$ cat config.mk
export PLATFORM = sky130hd
export DESIGN_NAME = trace_event_profiler
export DESIGN_NICKNAME = d
export VERILOG_FILES = /design/src/rtl/trace_prof_pkg.sv /design/src/rtl/prof_sat_counter.sv /design/src/rtl/prof_event_decode.sv /design/src/rtl/prof_read_mux.sv /design/src/rtl/trace_event_profiler.sv
export SDC_FILE = /design/constraint.sdc
export NUM_CORES = 2
export LEC_CHECK = 0
export BUFFER_PORTS_ARGS = -buffer_cell sky130_fd_sc_hd__buf_2
export CELL_PAD_IN_SITES_DETAIL_PLACEMENT = 0
export CELL_PAD_IN_SITES_GLOBAL_PLACEMENT = 1
export CORE_MARGIN = 4
export CORE_UTILIZATION = 50
export DETAILED_ROUTE_END_ITERATION = 6
export PLACE_DENSITY_LB_ADDON = 0.1
export SLEW_MARGIN = 25
export SYNTH_ARGS = -nofsm -noshare
export SYNTH_HDL_FRONTEND = slang
export SYNTH_HIERARCHICAL = 1
export SYNTH_SLANG_ARGS = --single-unit
$ cat constraint.sdc
create_clock -name clk -period 2.55 [get_ports clk]
set_input_delay 0.1275 -clock clk [delete_from_list [all_inputs] [get_ports clk]]
set_output_delay 0.1275 -clock clk [all_outputs]
set_load 0.05 [all_outputs]
$ cat src/rtl/trace_prof_pkg.sv
package trace_prof_pkg;
   localparam int IDX_W     = 6;
   localparam int KIND_W    = 5;
   localparam int NUM_KIND  = 1 << KIND_W;
   localparam int KIND_BASE = 32;
   localparam int NUM_EV    = 9;

   // bit k set: exception code k is a defined kind
   localparam logic [NUM_KIND-1:0] KIND_DEFINED = 32'h000F_1CFF;

   typedef enum logic [3:0] {
      EV_RETIRED = 4'd0,
      EV_REGWR   = 4'd1,
      EV_BRANCH  = 4'd2,
      EV_BTCHIT  = 4'd3,
      EV_DSLOT   = 4'd4,
      EV_DREAD   = 4'd5,
      EV_DWRITE  = 4'd6,
      EV_EXC     = 4'd7,
      EV_RSVD    = 4'd8
   } ev_e;
endpackage

$ cat src/rtl/prof_sat_counter.sv
module prof_sat_counter #(
   parameter int W = 32
) (
   input  logic         clk,
   input  logic         rst_n,
   input  logic         clr,
   input  logic         inc,
   output logic [W-1:0] cnt
);
   initial assert (W >= 2);

   always_ff @(posedge clk or negedge rst_n) begin
      if (!rst_n)                 cnt <= '0;
      else if (clr)               cnt <= '0;
      else if (inc && cnt != '1)  cnt <= cnt + 1'b1;
   end

   AST_SAT_HOLD: assert property (@(posedge clk) disable iff (!rst_n)
      (!clr && cnt == '1) |=> cnt == '1);
   AST_CLR_ZERO: assert property (@(posedge clk) disable iff (!rst_n)
      clr |=> cnt == '0);
   AST_IDLE_STABLE: assert property (@(posedge clk) disable iff (!rst_n)
      (!clr && !inc) |=> $stable(cnt));
endmodule

$ cat src/rtl/prof_event_decode.sv
module prof_event_decode
   import trace_prof_pkg::*;
#(
   parameter bit HAS_BTC_HIT = 1'b1
) (
   input  logic                tr_valid,
   input  logic                tr_reg_wr,
   input  logic                tr_br_taken,
   input  logic                tr_btc_hit,
   input  logic                tr_delay_slot,
   input  logic                tr_dacc,
   input  logic                tr_drd,
   input  logic                tr_dwr,
   input  logic                tr_exc_taken,
   input  logic [KIND_W-1:0]   tr_exc_kind,
   output logic [NUM_EV-1:0]   ev_inc,
   output logic [NUM_KIND-1:0] kind_inc
);
   logic exc_ok;
   logic code_known;

   assign exc_ok     = tr_valid & tr_exc_taken;
   assign code_known = KIND_DEFINED[tr_exc_kind];

   always_comb begin
      ev_inc             = '0;
      ev_inc[EV_RETIRED] = tr_valid;
      ev_inc[EV_REGWR]   = tr_valid & tr_reg_wr;
      ev_inc[EV_BRANCH]  = tr_valid & tr_br_taken;
      ev_inc[EV_BTCHIT]  = HAS_BTC_HIT & tr_valid & tr_btc_hit;
      ev_inc[EV_DSLOT]   = tr_valid & tr_delay_slot;
      ev_inc[EV_DREAD]   = tr_valid & tr_dacc & tr_drd;
      ev_inc[EV_DWRITE]  = tr_valid & tr_dacc & tr_dwr;
      ev_inc[EV_EXC]     = exc_ok;
      ev_inc[EV_RSVD]    = exc_ok & ~code_known;
   end

   for (genvar k = 0; k < NUM_KIND; k++) begin : g_kind
      assign kind_inc[k] = exc_ok & KIND_DEFINED[k] & (tr_exc_kind == KIND_W'(k));
   end
endmodule

$ cat src/rtl/prof_read_mux.sv
module prof_read_mux
   import trace_prof_pkg::*;
#(
   parameter int CW = 32
) (
   input  logic [IDX_W-1:0]             idx,
   input  logic [NUM_EV-1:0][CW-1:0]    ev_cnt,
   input  logic [NUM_KIND-1:0][CW-1:0]  kind_cnt,
   output logic [CW-1:0]                sel
);
   always_comb begin
      sel = '0;
      if (idx >= IDX_W'(KIND_BASE))
         sel = kind_cnt[idx[KIND_W-1:0]];
      else if (idx < IDX_W'(NUM_EV))
         sel = ev_cnt[idx[3:0]];
   end
endmodule

$ cat src/rtl/trace_event_profiler.sv
module trace_event_profiler
   import trace_prof_pkg::*;
#(
   parameter int CW          = 32,
   parameter bit HAS_BTC_HIT = 1'b1
) (
   input  logic          clk,
   input  logic          rst_n,
   input  logic          tr_valid,
   input  logic          tr_reg_wr,
   input  logic          tr_br_taken,
   input  logic          tr_btc_hit,
   input  logic          tr_delay_slot,
   input  logic          tr_dacc,
   input  logic          tr_drd,
   input  logic          tr_dwr,
   input  logic          tr_exc_taken,
   input  logic [4:0]    tr_exc_kind,
   input  logic          clr,
   input  logic [5:0]    rd_idx,
   output logic [CW-1:0] rd_data
);
   initial assert (CW >= 2 && CW <= 64);
   initial assert (KIND_BASE + NUM_KIND <= (1 << IDX_W));

   logic [NUM_EV-1:0]           ev_inc;
   logic [NUM_KIND-1:0]         kind_inc;
   logic [NUM_EV-1:0][CW-1:0]   ev_cnt;
   logic [NUM_KIND-1:0][CW-1:0] kind_cnt;
   logic [CW-1:0]               rd_next;

   prof_event_decode #(.HAS_BTC_HIT(HAS_BTC_HIT)) u_dec (
      .tr_valid, .tr_reg_wr, .tr_br_taken, .tr_btc_hit, .tr_delay_slot,
      .tr_dacc, .tr_drd, .tr_dwr, .tr_exc_taken, .tr_exc_kind,
      .ev_inc, .kind_inc
   );

   for (genvar i = 0; i < NUM_EV; i++) begin : g_ev
      if (i == int'(EV_BTCHIT) && !HAS_BTC_HIT) begin : g_off
         assign ev_cnt[i] = '0;
      end else begin : g_on
         prof_sat_counter #(.W(CW)) u_cnt (
            .clk, .rst_n, .clr, .inc(ev_inc[i]), .cnt(ev_cnt[i])
         );
      end
   end

   for (genvar k = 0; k < NUM_KIND; k++) begin : g_kcnt
      if (KIND_DEFINED[k]) begin : g_def
         prof_sat_counter #(.W(CW)) u_cnt (
            .clk, .rst_n, .clr, .inc(kind_inc[k]), .cnt(kind_cnt[k])
         );
      end else begin : g_rsv
         assign kind_cnt[k] = '0;
      end
   end

   prof_read_mux #(.CW(CW)) u_mux (
      .idx(rd_idx), .ev_cnt, .kind_cnt, .sel(rd_next)
   );

   always_ff @(posedge clk or negedge rst_n) begin
      if (!rst_n) rd_data <= '0;
      else        rd_data <= rd_next;
   end

   AST_KIND_EXCLUSIVE: assert property (@(posedge clk) disable iff (!rst_n)
      $onehot0({ev_inc[EV_RSVD], kind_inc}));
   AST_NO_KIND_UNTAKEN: assert property (@(posedge clk) disable iff (!rst_n)
      !tr_exc_taken |-> kind_inc == '0);
   AST_RETIRED_GATED: assert property (@(posedge clk) disable iff (!rst_n)
      (!tr_valid && !clr) |=> $stable(ev_cnt[EV_RETIRED]));
   AST_DATA_GATED: assert property (@(posedge clk) disable iff (!rst_n)
      (!tr_dacc && !clr) |=> ($stable(ev_cnt[EV_DREAD]) && $stable(ev_cnt[EV_DWRITE])));

   if (!HAS_BTC_HIT) begin : g_btc_chk
      AST_BTC_ABSENT: assert property (@(posedge clk) disable iff (!rst_n)
         rd_idx == 6'd3 |=> rd_data == '0);
   end
endmodule

==> flow_summary.yaml <==
sta:
  worst_pin_slew_ns: 0.870
  rsz0062_at_grt: "false"
  layout_min_cycle_time_ns: 2.39
  fin_skew_ns: 0.0390
  slew_violations: 0
  finalHoldViolations: 0
  slew_headroom: 0.414
  setup_viol: 0
  fmax_ghz: 0.419
  fin_crit_sh: 0.936
worst_hold_path:
  whs_endpoint: "g_ev[3].g_on.u_cnt/cnt[4]"
  hp-start: "tr_btc_hit"
  hold_depth: 4
  hold_class: "input port to register"
layout:
  nNetsFinal: 6805
  layout_commonest_cell: "dfrtp_1"
  final_cells: 8337
  drive_above_1_share: 0.185
  mostFrequentLayoutCells: "dfrtp_1, nor2_1, conb_1"
  syn_to_final_growth_pct: 18.0
  fin_area_mm2: 0.0668
global_route:
  overflow: 0
  grt_antenna_before_repair: 7
  grt_max_degree: 103
  grt.total_usage: 0.306
  grt_pass1_wl_um: 282000
  grt_pass1_vias: 46627
placement:
  gp_congestion: 1.00
  dp.cells: 8154
  hpwlAfterDp_um: 139000
  port_buffers: 54
  place_area_mm2: 0.0632
job:
  maxCapViolations: 0
synth:
  syn_area_per_cell_um2: 9.57
  synth_cells: 5920
  synthesis.area_mm2: 0.0566
  yosys_warnings: 6
drt:
  wl_met2_um: 81300
  routed.top_layer: "met5"
  num_vias: 50173
  drt-total-wl_um: 184000
  drcViolationCount: 0
  ant_nets: 0
  dr.pass1.iters: 6
  drt_iter0_markers: 4371
  vias_per_cell: 6.02
  wl_met3_um: 13300
  met1_length_um: 82700
  post_drt_wl_per_cell_um: 22.1
worst_setup_path:
  cp_data_required_time_ns: 3.13
  crit_type: "register to register"
  critPathSlowestCell: "a21o_1"
  critPathCaptureType: "register"
  slowest_delay_ns: 0.58
  r2r_slack_ns: 0.16
  cp_max_fo: 16
  critPathArrivalTime_ns: 2.97
  cp_top_family: "simple AND/OR/NAND/NOR gates"
  worstRegToRegCells: 6
  rr_startpoint: "g_ev[3].g_on.u_cnt/cnt[0]"
  r2r_end: "g_ev[3].g_on.u_cnt/cnt[19]"
  crit_chain: "ha_1, nand4_1, nor4_2, a21o_1, nor3_1, mux2_2"
  worst_setup_path_start_kind: "register"
  worst-path-buf-inv: 0
floorplanning:
  die_area_mm2: 0.119
  io_pins: 55
  row_count: 123
  design.core.area_mm2: 0.112
  start_util: 0.503
  chipWidth_um: 345
  die_h_um: 345
power_and_ir_drop:
  power.density_mw_per_mm2: 470
  power_frac_seq: 0.410
  p_switching_w: 0.00800
  p_leak_nw: 28.0
  p_clk_frac: 0.493
  p_sw_frac: 0.255
  pwr-share-comb: 0.097
  p_int_w: 0.0234
  vdd_ir_drop_max_mv: 0.477
cts:
  root_buffer: "clkbuf_16"
  cts_made_buffers: 97
  cts_tree: "done"
  htree_num_levels: 3
  clock_sinks: 800
  path_clk_slew_ns: 0.06
  post_cts_buffers: 0
  clockBufferDepth: 3
  clk_latency_ns: 0.70
run_status:
  run_status: "finished, final reports clean"
==> tightest hold or removal path: cells and delay by family <==
family / cells / cell delay [ns]
buffers and inverters: 1 / 0.10
AND/OR/NAND/NOR: 1 / 0.19
AO/OA/AOI/OAI: 2 / 0.29
==> flip-flops by register name (all words and copies together) (netlist names) <==
signal                  count
g_kcnt.g_def.u_cnt/cnt    480
rd_data                    32
g_ev.g_on.u_cnt/cnt       288
==> final cells by class <==
type | instances | area (um2)
diodes | 2 | 5.00
clock buffers | 135 | 2820
clock inverters | 41 | 732
fillers | 10045 | 45700
inverters | 163 | 612
multi-input cells | 5186 | 36400
flip-flops and latches | 800 | 20000
well taps | 1500 | 1880
repair buffers | 510 | 4320
==> routing by layer <==
| layer | vias up | track usage |
|---|---|---|
| met1 | 25037 | 0.442 |
| met4 | 2 | 0.0960 |
| met2 | 1525 | 0.467 |
| li1 | 23326 | - |
| met5 | - | 0 |
| met3 | 283 | 0.0561 |
==> worst max path at each step <==
stage,from,to,slack [ns],cells past startpoint
after floorplan,tr_exc_kind[4],g_kcnt[7].g_def.u_cnt/cnt[29],0.16,8
final,g_ev[3].g_on.u_cnt/cnt[0],g_ev[3].g_on.u_cnt/cnt[19],0.16,6
after global routing,g_ev[3].g_on.u_cnt/cnt[0],g_ev[3].g_on.u_cnt/cnt[19],0.05,6
after global placement,tr_valid,g_kcnt[7].g_def.u_cnt/cnt[29],-0.20,9
after CTS,g_ev[3].g_on.u_cnt/cnt[0],g_ev[3].g_on.u_cnt/cnt[19],0.23,6
after detailed placement,tr_valid,g_kcnt[7].g_def.u_cnt/cnt[29],-0.19,9
==> what timing repair did <==
item                                    4_1_cts  5_1_grt
gates resized for setup                       0        0
hold endpoints to repair                    632        0
endpoints found under the setup margin        0        0
hold buffers                                  5        0
==> power groups by stage <==
stage / Sequential, W / Combinational (W) / Clock (W)
after floorplan: 0.0132 / 0.00160 / 0
after global placement: 0.0131 / 0.00299 / 0
after detailed placement: 0.0131 / 0.00300 / 0
after CTS: 0.0129 / 0.00302 / 0.0158
after global routing: 0.0129 / 0.00329 / 0.0163
final: 0.0129 / 0.00306 / 0.0155
==> metrics by stage <==
step | util | total power [W] | hold slack (ns) | setup WS (ns) | setup TNS, ns
after floorplan | - | 0.0148 | -0.168 | 0.161 | 0
after global placement | 0.562 | 0.0161 | 0.121 | -0.205 | -1.46
after detailed placement | 0.562 | 0.0161 | 0.124 | -0.194 | -2.43
after CTS | 0.594 | 0.0316 | 0.00162 | 0.228 | 0
after global routing | 0.594 | 0.0324 | 0.0541 | 0.0526 | 0
final | 0.594 | 0.0314 | 0.0531 | 0.163 | 0
No activity file was read; power rests on OpenSTA's default activity.
